<file path="src/rtl/settle_pkg.sv">
package settle_pkg;

    typedef enum logic [1:0] {
        CLS_ALU   = 2'b00,
        CLS_JUMP  = 2'b01,
        CLS_OTHER = 2'b10,
        CLS_RSVD  = 2'b11
    } insn_cls_e;

    typedef enum logic [2:0] {
        ST_IDLE  = 3'd0,
        ST_MASK  = 3'd1,
        ST_WATCH = 3'd2,
        ST_PULSE = 3'd3,
        ST_SPENT = 3'd4
    } settle_st_e;

endpackage

</file>
<file path="src/rtl/settle_bus_sel.sv">
module settle_bus_sel
    import settle_pkg::*;
#(
    parameter int W = 32
) (
    input  insn_cls_e        cls,
    input  logic [W-1:0]     wb_bus,
    input  logic [W-1:0]     addr_bus,
    output logic [W-1:0]     picked
);
    // Jump/branch watches the address bus; all others fall back to writeback.
    always_comb begin
        picked = (cls == CLS_JUMP) ? addr_bus : wb_bus;
    end
endmodule

</file>
<file path="src/rtl/settle_snap_cmp.sv">
module settle_snap_cmp #(
    parameter int W = 32
) (
    input  logic         clk,
    input  logic         rst_n,
    input  logic         load,
    input  logic [W-1:0] live,
    output logic         differ
);
    logic [W-1:0] snap_q;

    always_ff @(posedge clk or negedge rst_n) begin
        if (!rst_n) begin
            snap_q <= '0;
        end else if (load) begin
            snap_q <= live;
        end
    end

    // High when the live bus has moved away from the stored copy.
    always_comb begin
        differ = (live != snap_q);
    end
endmodule

</file>
<file path="src/rtl/settle_step_cnt.sv">
module settle_step_cnt #(
    parameter int CW = 4
) (
    input  logic          clk,
    input  logic          rst_n,
    input  logic          load,
    input  logic [CW-1:0] load_val,
    input  logic          dec,
    output logic          last
);
    logic [CW-1:0] cnt_q;

    always_ff @(posedge clk or negedge rst_n) begin
        if (!rst_n) begin
            cnt_q <= '0;
        end else if (load) begin
            cnt_q <= load_val;
        end else if (dec && cnt_q != '0) begin
            cnt_q <= cnt_q - 1'b1;
        end
    end

    always_comb begin
        last = (cnt_q == CW'(1));
    end
endmodule

</file>
<file path="src/rtl/settle_detect.sv">
module settle_detect
    import settle_pkg::*;
#(
    parameter int W        = 32,
    parameter int MASK_CYC = 3,
    parameter int PULSE_W  = 2
) (
    input  logic         clk,
    input  logic         rst_n,
    input  logic [31:0]  wb_val,
    input  logic [31:0]  nxt_addr,
    input  logic [1:0]   insn_class,
    input  logic         start,
    output logic         done
);
    localparam int MAXC = (MASK_CYC > PULSE_W) ? MASK_CYC : PULSE_W;
    localparam int CW   = $clog2(MAXC + 1);
    localparam int RW   = $clog2(PULSE_W + 2);

    settle_st_e    state_q, state_d;
    insn_cls_e     cls_q;
    insn_cls_e     sel_cls;
    logic [W-1:0]  live_sel;
    logic          differ;
    logic          cnt_last;
    logic          cnt_load;
    logic [CW-1:0] cnt_val;
    logic          snap_load;
    logic          cls_silent;
    logic          hit;

    // On the start cycle, select by the incoming class; afterwards by the latched one.
    always_comb begin
        sel_cls    = start ? insn_cls_e'(insn_class) : cls_q;
        cls_silent = (cls_q == CLS_OTHER) || (cls_q == CLS_RSVD);
        hit        = (state_q == ST_WATCH) && differ && !cls_silent && !start;
        snap_load  = start || (state_q == ST_MASK);
        cnt_load   = start || hit;
        cnt_val    = start ? CW'(MASK_CYC) : CW'(PULSE_W);
    end

    settle_bus_sel #(.W(W)) u_sel (
        .cls      (sel_cls),
        .wb_bus   (wb_val[W-1:0]),
        .addr_bus (nxt_addr[W-1:0]),
        .picked   (live_sel)
    );

    settle_snap_cmp #(.W(W)) u_snap (
        .clk    (clk),
        .rst_n  (rst_n),
        .load   (snap_load),
        .live   (live_sel),
        .differ (differ)
    );

    settle_step_cnt #(.CW(CW)) u_cnt (
        .clk      (clk),
        .rst_n    (rst_n),
        .load     (cnt_load),
        .load_val (cnt_val),
        .dec      (1'b1),
        .last     (cnt_last)
    );

    // Next-state logic.
    always_comb begin
        state_d = state_q;
        if (start) begin
            state_d = ST_MASK;
        end else begin
            unique case (state_q)
                ST_IDLE:  state_d = ST_IDLE;
                ST_MASK:  if (cnt_last) state_d = ST_WATCH;
                ST_WATCH: if (hit) state_d = ST_PULSE;
                ST_PULSE: if (cnt_last) state_d = ST_SPENT;
                ST_SPENT: state_d = ST_SPENT;
                default:  state_d = ST_IDLE;
            endcase
        end
    end

    // State register and latched class.
    always_ff @(posedge clk or negedge rst_n) begin
        if (!rst_n) begin
            state_q <= ST_IDLE;
            cls_q   <= CLS_OTHER;
        end else begin
            state_q <= state_d;
            if (start) cls_q <= insn_cls_e'(insn_class);
        end
    end

    // Output decode.
    always_comb begin
        done = (state_q == ST_PULSE);
    end

    // Run-length of the current pulse, kept for the width check.
    logic [RW-1:0] run_q;
    always_ff @(posedge clk or negedge rst_n) begin
        if (!rst_n)    run_q <= '0;
        else if (done) run_q <= run_q + 1'b1;
        else           run_q <= '0;
    end

    AST_PULSE_MAX: assert property (@(posedge clk) disable iff (!rst_n)
        done |-> (run_q < RW'(PULSE_W)));
    AST_START_ENDS_PULSE: assert property (@(posedge clk) disable iff (!rst_n)
        start |=> !done);
    AST_SPENT_QUIET: assert property (@(posedge clk) disable iff (!rst_n)
        (state_q == ST_SPENT && !start) |=> !done);
    AST_OTHER_SILENT: assert property (@(posedge clk) disable iff (!rst_n)
        done |-> !cls_silent);
    AST_DONE_NEEDS_DIFF: assert property (@(posedge clk) disable iff (!rst_n)
        $rose(done) |-> $past(differ));
    AST_IDLE_QUIET: assert property (@(posedge clk) disable iff (!rst_n)
        (state_q == ST_IDLE && !start) |=> !done);

endmodule

</file>
<file path="config.mk">
export PLATFORM = sky130hd
export DESIGN_NAME = settle_detect
export DESIGN_NICKNAME = d
export VERILOG_FILES = /design/src/rtl/settle_pkg.sv /design/src/rtl/settle_bus_sel.sv /design/src/rtl/settle_snap_cmp.sv /design/src/rtl/settle_step_cnt.sv /design/src/rtl/settle_detect.sv
export SDC_FILE = /design/constraint.sdc
export NUM_CORES = 1
export LEC_CHECK = 0
export ABC_AREA = 1
export BUFFER_PORTS_ARGS = -buffer_cell sky130_fd_sc_hd__buf_4
export CORE_MARGIN = 1
export CORE_UTILIZATION = 35
export DETAILED_ROUTE_END_ITERATION = 10
export GPL_ROUTABILITY_DRIVEN = 0
export RECOVER_POWER = 25
export SLEW_MARGIN = 20
export SYNTH_ARGS = -nofsm -noshare
export SYNTH_HDL_FRONTEND = slang
export SYNTH_SLANG_ARGS = --single-unit
</file>
<file path="constraint.sdc">
create_clock -name clk -period 2.1 [get_ports clk]
set_clock_uncertainty 0.1 [all_clocks]
set_input_delay 0.21 -clock clk [delete_from_list [all_inputs] [get_ports clk]]
set_output_delay 0.21 -clock clk [all_outputs]
set_load 0.02 [all_outputs]
</file>
# Word level (Yosys, flattened, before mapping)
# Cells that the tools add are included.
dict set report op_classes {
  n_addsub 1
  n_eq_ne 12
  muxes 10
  reduce_logical 11
}
# op n
set op_table {}
lappend op_table {{$mux 32} 1}
lappend op_table {{$ne 32x32->1} 1}
lappend op_table {{$mux 3} 4}
lappend op_table {{$pmux 3 s4} 1}
lappend op_table {{$eq 3x2->1 const B} 2}
lappend op_table {{$mux 2} 3}
lappend op_table {{$ne 3x3->1 const B} 2}
lappend op_table {{$eq 2x1->1 const B} 2}
lappend op_table {{$eq 2x2->1 const B} 2}
lappend op_table {{$reduce_bool 2->1} 2}
lappend op_table {{$eq 3x1->1 const B} 1}
lappend op_table {{$eq 3x3->1 const B} 1}
lappend op_table {{$logic_and 1x1->1} 3}
lappend op_table {{$logic_or 1x1->1} 3}
lappend op_table {{$ne 3x2->1 const B} 1}
lappend op_table {{$reduce_and 3->1} 1}
lappend op_table {{$logic_not 1->1} 2}
lappend op_table {{$sub 2x1->2 const B} 1}
lappend op_table {{$mux 1} 1}
dict set report word_totals {
  regBits 39
  in_bits 69
  out_inout_bits 1
  wordCells 38
}

# Longest topological paths before layout
# Gate-level depths: netlist of run 1.
dict set report depth {
  word_depth 10
  ltp_mapped 20
  depth_no_buf 19
}

# Modules after synthesis
# Synthesis of run 1 repeated with hierarchy kept, for this count alone.
dict set report hier_totals {
  hier_cells 331
  hier_area_um2 2667.6
}
# module instances cells_per_inst area_per_inst_um2 seq_area_each_um2
set by_module_without_submodules {}
lappend by_module_without_submodules {settle_snap_cmp 1 161 1665.3 800.8}
lappend by_module_without_submodules {settle_bus_sel 1 108 569.3 0.0}
lappend by_module_without_submodules {settle_detect 1 42 292.8 126.4}
lappend by_module_without_submodules {settle_step_cnt 1 20 140.1 50.0}

# Worst setup path after synthesis of run 1
# No wires, ideal clock.
dict set report synth_path {
  kind {register to register}
  start {reg cls_q[1]}
  end {reg state_q[2]}
  setup_time_ps 121
  arrival_ps 1729
  setup_slack_ps 150
  stages_incl_launch_ff 20
  synth_period_minus_slack_ps 1950
  path_cell_list {dfstp_2 inv_1 nand2_1 nand2_2 nand2_2 buf_6 buf_6 nand2_1 nand3_1 nand2_1 inv_1 nand2_1 nor2_1 nand2_1 nor2_1 nand2_1 nand2_1 nand3_1 nand2_1 nor2_1}
}
dict set report synth_via {
  elab_chain_cells 9
  word_cells_on_any_way 13
  classes_between {eq/ne (5); mux (2); reduce/logical (6)}
}
# element line_no
set synth_rtl {}
lappend synth_rtl {{start: declaration} settle_detect.sv:21} ;# insn_cls_e cls_q;
lappend synth_rtl {{start signal: assignment} settle_detect.sv:90} ;# if (start) cls_q <= insn_cls_e'(insn_class);
lappend synth_rtl {{$mux 2} --}
lappend synth_rtl {{$eq 2x1->1} settle_bus_sel.sv:13} ;# picked = (cls == CLS_JUMP) ? addr_bus : wb_bus;
lappend synth_rtl {{$mux 32} settle_bus_sel.sv:13}
lappend synth_rtl {{$ne 32x32->1} settle_snap_cmp.sv:22} ;# differ = (live != snap_q);
lappend synth_rtl {{$logic_and 1x1->1} settle_detect.sv:36} ;# hit = (state_q == ST_WATCH) && differ && !cls_silent && !start;
lappend synth_rtl {{$logic_and 1x1->1 * (2 in series)} settle_detect.sv:36}
lappend synth_rtl {{$ne 3x3->1 (no source line) *} --}
lappend synth_rtl {{$reduce_and 3->1 (no source line) *} --}
lappend synth_rtl {{end signal: assignment} settle_detect.sv:89} ;# state_q <= state_d;
lappend synth_rtl {{end: declaration} settle_detect.sv:20} ;# settle_st_e state_q, state_d;
# Every way passes the cells marked *; elsewhere a longest branch is shown, timed or not.
# A chain may end at the register's enable or synchronous reset.

# Final worst setup path of run 1
dict set report layout_path {
  start {reg cls_q[1]}
  end {reg state_q[1]}
}
# The elaborated chain is that of the path after synthesis.

==> results of run 1 <==
cell usage in the layout, fill, tap and decap left out, types with 5 or more instances in the layout:
master	count
nand3_1	51
o21ai_0	29
inv_2	5
nor2_1	18
buf_4	84
nand3_2	5
dfrtp_1	38
nand2_2	26
nand3b_1	32
clkbuf_8	5
nand2_1	147
buf_12	5
inv_1	67
nand2_4	6
worst max-delay path by stage:
stage / end / slack (ns) / cells after the start
4_1_cts: state_q[1] / -0.13 / 19
2_1_floorplan: state_q[2] / 0.15 / 19
5_1_grt: state_q[1] / -0.35 / 20
3_3_place_gp: state_q[2] / -0.14 / 18
3_5_place_dp: state_q[1] / -0.17 / 19
6_report: state_q[1] / -0.15 / 19
routing by layer:
metal	up-vias	global-route usage	routed length [um]
li1	1586	-	-
met1	1404	0.2380	3568
met2	52	0.3364	3969
met3	7	0.03151	262
met4	0	0.04818	79
met5	-	0	0
stage by stage:
stage,setup WS (ns),cells
finish,-0.1524,644
global route,-0.3541,644
CTS,-0.1338,636
detailed placement,-0.1678,623
global placement,-0.1389,623
floorplan,0.1501,455
state kept, by name, indices dropped and copies added, names as in the netlist:
register and cells:
cls_q 2, state_q 3, u_snap.snap_q 32, u_cnt.cnt_q 2
repair_timing:
item | 4_1_cts | 5_1_grt
gates cloned | 2 | 1
buffers inserted | 2 | 10
setup endpoints to repair | 5 | 5
resized for setup | 9 | 47
pin swaps | 0 | 26
hold buffers | 1 | 0
endpoints found under the hold margin | 38 | 0
final cells by class:
cell class	count	area, sq um
fillers	809	3861
repair buffers	97	830.8
multi-input cells	326	1628
well taps	102	127.6
clock inverters	3	43.79
flip-flops and latches	39	977.2
inverters	72	270.3
clock buffers	5	68.82
kinds of logic after synthesis:
family                     Yosys count  share of synthesized area
buffers and inverters               90                     0.1298
and+or+nand+nor                    288                     0.4505
adders and majority gates            2                   0.008798
DFF                                 39                     0.3436
AOI/OAI and AO/OA                   35                    0.06423
xor gates and xnor gates             1                   0.003080
critical path: cells and delay by family, from the launching register on:
family,cells,cell delay (ns)
flip-flops,1,0.55
AND/OR/NAND/NOR,17,1.31
buffers and inverters,2,0.24
report_power, final:
part,switching (uW),internal (uW)
Sequential,154,969
Combinational,670,518
Clock,289,354
Total,1110,1840
==> run_summary.xml, run 1 <==
<?xml version="1.0" encoding="UTF-8"?>
<metrics>
  <group name="status">
    <metric name="status" unit="">finished with violations</metric>
    <metric name="violated_checks" unit="">setup timing</metric>
  </group>
  <group name="routing">
    <metric name="avgViaCountPerCell" unit="">4.734</metric>
    <metric name="totalWireLength" unit="um">7880</metric>
    <metric name="drtAntennaViolNets" unit="">0</metric>
    <metric name="drcViolationCount" unit="">0</metric>
    <metric name="detailroute.via_count" unit="">3049</metric>
    <metric name="drtIter0Drc" unit="">151</metric>
    <metric name="route.detailed.wl_per_inst" unit="um">12.24</metric>
    <metric name="drt_pass1_iterations" unit="">4</metric>
  </group>
  <group name="die">
    <metric name="initial_core_utilization" unit="">0.3643</metric>
    <metric name="fp.dieArea" unit="sq um">8490</metric>
    <metric name="rows" unit="">32</metric>
    <metric name="floorplan.io_pins" unit="">70</metric>
    <metric name="die_height" unit="um">92.14</metric>
    <metric name="fp.coreArea" unit="sq um">7807</metric>
    <metric name="overall_die_width" unit="um">92.14</metric>
  </group>
  <group name="critical_path">
    <metric name="max_stage_delay" unit="ns">0.55</metric>
    <metric name="crit_arrival" unit="ns">2.39</metric>
    <metric name="critPathLaunch" unit="">cls_q[1]</metric>
    <metric name="slowest_stage" unit="">dfstp_2</metric>
    <metric name="reg2reg_slack" unit="ns">-0.15</metric>
    <metric name="path_max_fanout" unit="">6</metric>
    <metric name="path_common_cell" unit="">nand2_1</metric>
    <metric name="critical_path_class" unit="">reg -&gt; reg</metric>
    <metric name="critPathRequiredTime" unit="ns">2.24</metric>
    <metric name="rr_endpoint" unit="">state_q[1]</metric>
    <metric name="crit_path_end_kind" unit="">flip-flop</metric>
    <metric name="ff2ff_path_depth" unit="">19</metric>
    <metric name="path_cells" unit="">inv_2, nand2_2, nand2_4, nand2_4, buf_4, nand2_1, nand2_1, nand2_1, nand2_1, nand2_1, nor2_1, nand2_1, nor2_1, nand2_1, nand2_2, nand3_2, nand2_2, nand2_1, nand2_1</metric>
    <metric name="critPathLaunchType" unit="">flip-flop</metric>
    <metric name="crit-reg2reg-launch" unit="">cls_q[1]</metric>
  </group>
  <group name="global_route">
    <metric name="maximum_number_of_pins_on_one_net_before_global_route_repair" unit="">40</metric>
    <metric name="global_route.usage.total" unit="">0.1898</metric>
    <metric name="via_count_of_the_first_global_routing_pass" unit="">2892</metric>
    <metric name="global_route_wire_length_before_repair" unit="um">12850</metric>
    <metric name="global_route.overflow_total" unit="">0</metric>
    <metric name="antenna_found_initial" unit="">0</metric>
  </group>
  <group name="pwr">
    <metric name="power.density_cell_area" unit="nW/um^2">748.9</metric>
    <metric name="totalPowerFinal" unit="uW">2955</metric>
    <metric name="static-leakage-power" unit="uW">0.002186</metric>
    <metric name="irDropWorstVdd" unit="uV">366.7</metric>
  </group>
  <group name="min_path">
    <metric name="whs_endpoint" unit="">u_snap.snap_q[2]</metric>
    <metric name="worst_hold_check_path_type" unit="">in -&gt; reg</metric>
    <metric name="min-delay-start" unit="">wb_val[2]</metric>
    <metric name="min_path_cells" unit="">3</metric>
  </group>
  <group name="placed_design">
    <metric name="post-dp-hpwl" unit="um">5606</metric>
    <metric name="post_dp_cell_area" unit="sq um">3566</metric>
    <metric name="port-buffer-count" unit="">69</metric>
  </group>
  <group name="flow_run">
    <metric name="drv_cap" unit="">0</metric>
  </group>
  <group name="logic_synthesis">
    <metric name="synth_top_cell_area_share" unit="">0.3344</metric>
    <metric name="postSynthNetCount" unit="">526</metric>
    <metric name="largest_area_contributor_in_the_synthesized_netlist" unit="">dfrtp_1</metric>
    <metric name="synth_enable_flop_cells" unit="">0</metric>
    <metric name="async_flop_share" unit="">1.000</metric>
    <metric name="yosys-top-cells-area" unit="">dfrtp_1 (33%), nand2_1 (23%), nand3_1 (9.9%), inv_1 (9.4%), nand3b_1 (8.4%)</metric>
    <metric name="syn-mean-instance-area" unit="sq um">6.251</metric>
    <metric name="ys_ff_latch" unit="">39</metric>
    <metric name="synth_cells" unit="">455</metric>
    <metric name="dominant_cell_by_count_in_the_synthesized_netlist" unit="">nand2_1</metric>
    <metric name="post_synth_most_frequent_cells" unit="">nand2_1 (176), inv_1 (71), nand3_1 (56)</metric>
    <metric name="ys_types" unit="">21</metric>
    <metric name="ys.flop_type" unit="">dfrtp_1</metric>
    <metric name="synthesis.yosys.warnings" unit="">0</metric>
    <metric name="mapped_cell_area" unit="sq um">2844</metric>
    <metric name="synth-seq-area-share" unit="">0.3436</metric>
  </group>
  <group name="timing">
    <metric name="max_freq" unit="MHz">444.0</metric>
    <metric name="number_of_setup_violations_in_the_final_report" unit="">4</metric>
    <metric name="period_share" unit="">1.073</metric>
    <metric name="layout_setup_ws" unit="ns">-0.1524</metric>
    <metric name="worst_slew_pin_slew" unit="ns">1.052</metric>
    <metric name="final_hold_viol_count" unit="">0</metric>
    <metric name="drv_slew" unit="">0</metric>
    <metric name="min_period" unit="ns">2.252</metric>
    <metric name="hold_slack" unit="ns">0.09199</metric>
    <metric name="rsz0062_at_grt" unit="">yes</metric>
    <metric name="slew-limit-headroom" unit="">0.2988</metric>
    <metric name="post_route_setup_tns" unit="ns">-0.4619</metric>
  </group>
  <group name="clock_network">
    <metric name="clk_pin_slew" unit="ns">0.08</metric>
    <metric name="root_buffer" unit="">clkbuf_8</metric>
    <metric name="clock_sink_count" unit="">39</metric>
    <metric name="cts-htree-levels" unit="">2</metric>
    <metric name="clockBufferDepth" unit="">2</metric>
    <metric name="clock_latency" unit="ns">0.29</metric>
    <metric name="cts_tree" unit="">built</metric>
    <metric name="number_of_buffers_created_by_cts" unit="">5</metric>
  </group>
  <group name="layout">
    <metric name="finish.instance_area" unit="sq um">3946</metric>
    <metric name="count_of_inserted_antenna_diode_cells" unit="">0</metric>
    <metric name="nNetsFinal" unit="">612</metric>
    <metric name="area_growth" unit="%">38.76</metric>
    <metric name="post-route-util" unit="">0.5054</metric>
    <metric name="final_layout_size_suffix_gt1_frac" unit="">0.2731</metric>
  </group>
</metrics>
(Power assumes the default switching activity.)
==> run 2, diff against run 1 <==
--- a/config.mk
+++ b/config.mk
@@ -15,4 +15,5 @@
 export SLEW_MARGIN = 20
 export SYNTH_ARGS = -nofsm -noshare
 export SYNTH_HDL_FRONTEND = slang
+export SYNTH_HIERARCHICAL = 1
 export SYNTH_SLANG_ARGS = --single-unit
==> run 2 against run 1 <==
The flow still finishes with violations (setup timing). Combinational power rose by 13%. Area after synthesis fell by 6.2%. Critical path depth did not move. Clock power fell by 22%. Global-route usage fell by 2.6 points. Utilization rose by 2.2 points. Via count fell by 21%. Count of clock-buffer cells in the layout rose by 1. Hold slack improved by 0.047 ns. Die area fell by 6.1%. Setup slack got worse by 0.29 ns. Largest cell class unchanged. Largest power group unchanged.
==> run_summary.xml, run 2 <==
<?xml version="1.0" encoding="UTF-8"?>
<metrics>
  <group name="status">
    <metric name="status" unit="">finished with violations</metric>
    <metric name="violated_checks" unit="">setup timing</metric>
  </group>
  <group name="global_route">
    <metric name="grtUsageMet1" unit="">0.2086</metric>
    <metric name="gr-usage-met3" unit="">0.03047</metric>
    <metric name="global_route.overflow_total" unit="">0</metric>
    <metric name="via_count_of_the_first_global_routing_pass" unit="">2192</metric>
    <metric name="maximum_number_of_pins_on_one_net_before_global_route_repair" unit="">40</metric>
    <metric name="grtUsageMet2" unit="">0.2804</metric>
    <metric name="antenna_found_initial" unit="">0</metric>
    <metric name="global_route_wire_length_before_repair" unit="um">9770</metric>
    <metric name="global_route.peak_usage_layer" unit="">met2</metric>
    <metric name="global_route.usage.total" unit="">0.1634</metric>
  </group>
  <group name="die">
    <metric name="die_height" unit="um">89.30</metric>
    <metric name="overall_die_width" unit="um">89.30</metric>
    <metric name="fp.dieArea" unit="sq um">7974</metric>
    <metric name="floorplan.io_pins" unit="">70</metric>
    <metric name="rows" unit="">31</metric>
    <metric name="fp.coreArea" unit="sq um">7292</metric>
    <metric name="initial_core_utilization" unit="">0.3658</metric>
  </group>
  <group name="clock_network">
    <metric name="cts_tree" unit="">built</metric>
    <metric name="root_buffer" unit="">clkbuf_8</metric>
    <metric name="cts-htree-levels" unit="">2</metric>
    <metric name="clock_sink_count" unit="">39</metric>
    <metric name="clock_latency" unit="ns">0.29</metric>
    <metric name="clockBufferDepth" unit="">2</metric>
    <metric name="number_of_buffers_created_by_cts" unit="">5</metric>
    <metric name="clk_pin_slew" unit="ns">0.08</metric>
  </group>
  <group name="layout">
    <metric name="largest_register_ff_count" unit="">32</metric>
    <metric name="area_occupied_by_multi_input_gates" unit="sq um">1774</metric>
    <metric name="reg.largest.list" unit="">u_snap/snap_q (32), state_q (3)</metric>
    <metric name="nNetsFinal" unit="">495</metric>
    <metric name="seq_area" unit="sq um">977.2</metric>
    <metric name="layout.cells.most_common_list" unit="">buf_4 (91), nand2_1 (76), dfrtp_1 (38), nand3_1 (36), nand2_2 (35)</metric>
    <metric name="final_layout_size_suffix_gt1_frac" unit="">0.5106</metric>
    <metric name="count_of_inserted_antenna_diode_cells" unit="">0</metric>
    <metric name="fill_cell_instance_count_of_the_final_layout" unit="">706</metric>
    <metric name="final-instance-count-excl-fill" unit="">524</metric>
    <metric name="area_growth" unit="%">44.14</metric>
    <metric name="registers.top_by_ff_count" unit="">u_snap/snap_q</metric>
    <metric name="final_common_cell" unit="">buf_4</metric>
  </group>
  <group name="critical_path">
    <metric name="reg2reg_slack" unit="ns">-0.44</metric>
    <metric name="critical_path_class" unit="">reg -&gt; reg</metric>
    <metric name="path_max_fanout" unit="">7</metric>
    <metric name="rr_endpoint" unit="">state_q[1]</metric>
    <metric name="critPathLaunchType" unit="">flip-flop</metric>
    <metric name="ff2ff_path_depth" unit="">19</metric>
    <metric name="crit_arrival" unit="ns">2.67</metric>
    <metric name="crit-reg2reg-launch" unit="">cls_q[1]</metric>
    <metric name="crit_path_end_kind" unit="">flip-flop</metric>
    <metric name="critPathRequiredTime" unit="ns">2.23</metric>
  </group>
  <group name="routing">
    <metric name="route.detailed.wl_per_inst" unit="um">12.01</metric>
    <metric name="drcViolationCount" unit="">0</metric>
    <metric name="drtIter0Drc" unit="">43</metric>
    <metric name="detailroute.via_count" unit="">2402</metric>
    <metric name="drtAntennaViolNets" unit="">0</metric>
    <metric name="totalWireLength" unit="um">6293</metric>
    <metric name="drt_pass1_iterations" unit="">4</metric>
    <metric name="avgViaCountPerCell" unit="">4.584</metric>
  </group>
  <group name="pwr">
    <metric name="clockPowerShare" unit="">0.169</metric>
    <metric name="combinationalPowerShare" unit="">0.451</metric>
    <metric name="power.density_cell_area" unit="nW/um^2">772.7</metric>
    <metric name="static-leakage-power" unit="uW">0.001922</metric>
    <metric name="switching_power" unit="uW">1067</metric>
    <metric name="internal-power" unit="uW">1904</metric>
    <metric name="power_frac_seq" unit="">0.380</metric>
    <metric name="totalPowerFinal" unit="uW">2971</metric>
    <metric name="netSwitchingFraction" unit="">0.3592</metric>
    <metric name="irDropWorstVdd" unit="uV">330.2</metric>
  </group>
  <group name="timing">
    <metric name="layout_setup_ws" unit="ns">-0.4383</metric>
    <metric name="max_freq" unit="MHz">394.0</metric>
    <metric name="rsz0062_at_grt" unit="">yes</metric>
    <metric name="period_share" unit="">1.209</metric>
    <metric name="drv_slew" unit="">0</metric>
    <metric name="min_period" unit="ns">2.538</metric>
    <metric name="worst_slew_pin_slew" unit="ns">0.9996</metric>
    <metric name="final_hold_viol_count" unit="">0</metric>
    <metric name="number_of_setup_violations_in_the_final_report" unit="">5</metric>
    <metric name="slew-limit-headroom" unit="">0.3336</metric>
  </group>
  <group name="placed_design">
    <metric name="place.detailed.instances" unit="">505</metric>
    <metric name="post-dp-hpwl" unit="um">4478</metric>
    <metric name="port-buffer-count" unit="">69</metric>
  </group>
  <group name="logic_synthesis">
    <metric name="post_synth_most_frequent_cells" unit="">nand2_1 (120), dfrtp_1 (38), nand3_1 (36)</metric>
    <metric name="syn-mean-instance-area" unit="sq um">8.059</metric>
    <metric name="ys_ff_latch" unit="">39</metric>
    <metric name="largest_area_contributor_in_the_synthesized_netlist" unit="">dfrtp_1</metric>
    <metric name="yosys-top-cells-area" unit="">dfrtp_1 (36%), nand2_1 (17%), xnor2_1 (8.5%), mux2_2 (7.6%), nand3_1 (6.8%)</metric>
    <metric name="synth_enable_flop_cells" unit="">0</metric>
    <metric name="synth-seq-area-share" unit="">0.3663</metric>
    <metric name="ys.flop_type" unit="">dfrtp_1</metric>
    <metric name="synth_top_cell_area_share" unit="">0.3565</metric>
    <metric name="dominant_cell_by_count_in_the_synthesized_netlist" unit="">nand2_1</metric>
    <metric name="async_flop_share" unit="">1.000</metric>
    <metric name="synth_cells" unit="">331</metric>
    <metric name="ys_types" unit="">28</metric>
    <metric name="synthesis.yosys.warnings" unit="">6</metric>
    <metric name="mapped_cell_area" unit="sq um">2668</metric>
  </group>
  <group name="min_path">
    <metric name="worst_hold_check_path_type" unit="">in -&gt; reg</metric>
    <metric name="min_path_cells" unit="">5</metric>
    <metric name="min-delay-start" unit="">wb_val[21]</metric>
    <metric name="whs_endpoint" unit="">u_snap/snap_q[21]</metric>
  </group>
  <group name="flow_run">
    <metric name="drv_cap" unit="">0</metric>
  </group>
</metrics>
## run 2: cell count changes after synthesis, moves of 18 or more
cell,previous run,this run
nand2_1,176,120
nand3_1,56,36
o21ai_0,29,10
nand3b_1,32,0
inv_1,71,19
xnor2_1,1,26
mux2_2,0,18
## run 2: worst max path at each step
stage,start,to
2_1_floorplan,cls_q[1],state_q[0]
3_3_place_gp,cls_q[1],u_cnt/cnt_q[1]
3_5_place_dp,cls_q[1],u_cnt/cnt_q[1]
4_1_cts,cls_q[1],u_cnt/cnt_q[1]
5_1_grt,cls_q[1],state_q[1]
6_report,cls_q[1],state_q[1]
## run 2: kinds of logic (layout without fill, tap and decap cells)
| family | Yosys count | after routing | synth area share |
|---|---|---|---|
| AOI/OAI and AO/OA | 13 | 13 | 0.02580 |
| and+or+nand+nor | 186 | 187 | 0.2997 |
| muxes | 26 | 26 | 0.1210 |
| DFF | 39 | 39 | 0.3663 |
| buffers and inverters | 38 | 130 | 0.09099 |
| other | 1 | 2 | 0.001406 |
| adders and majority gates | 2 | 2 | 0.009379 |
| xor gates and xnor gates | 26 | 26 | 0.08537 |
## run 2: power groups by stage
stage / combinational (uW) / clock [uW] / sequential [uW]
finish: 1340 / 504 / 1130
global route: 1480 / 546 / 1150
CTS: 1240 / 518 / 1120
detailed placement: 1160 / 0 / 1120
global placement: 1140 / 0 / 1110
floorplan: 877 / 0 / 1090
## run 2: repair_timing
item                                   in CTS  in global routing
pin swaps                                  15                 19
cloned                                      1                  0
hold buffers                                1                  0
resized for setup                          37                 47
setup buffers                               7                  2
setup endpoints to repair                   5                  5
endpoints found under the hold margin      38                  0
## run 2: per-stage QoR
step                      setup WS, ns  setup TNS, ns    util  hold slack, ns  area, sq um
final                          -0.4383         -2.076  0.5273          0.1390         3845
after global routing           -0.6076         -2.906  0.5273          0.1556         3845
after CTS                      -0.2884         -1.273  0.5019          0.1468         3660
after detailed placement       -0.4081         -1.775  0.4628          0.1185         3374
after global placement         -0.3660         -1.697  0.4628          0.1267         3374
after floorplan               -0.06267        -0.1948       -         -0.1856         2690
## run 2: layer usage
metal | share of wire | vias to the layer above | wire (um)
met2 | 0.50 | 69 | 3119
met1 | 0.45 | 1099 | 2822
met4 | 0.010 | 0 | 64
met3 | 0.046 | 5 | 287
li1 | - | 1229 | -
met5 | 0 | - | 0
## run 2: critical path: stages (launching register included)
cell and delay (ns):
dfstp_2 0.53, inv_2 0.04, o21ai_4 0.16, clkinv_4 0.13, nand2_8 0.14, buf_12 0.16, nand2_4 0.05, nand2_4 0.07
xnor2_2 0.12, nand2_1 0.09, nor2_2 0.10, nand2_2 0.07, nor2_1 0.08, nand2_1 0.10, buf_4 0.15, a21oi_2 0.12
nand2_1 0.06, nand2_1 0.08, nand2_1 0.06, nand2_1 0.07
## run 2: cell type report
| type | instances | area share |
|---|---|---|
| flip-flops and latches | 39 | 0.2541 |
| clock inverters | 2 | 0.003254 |
| repair buffers | 98 | 0.2053 |
| clock buffers | 6 | 0.01887 |
| inverters | 24 | 0.02473 |
| multi-input cells | 256 | 0.4614 |
| well taps | 99 | 0.03222 |
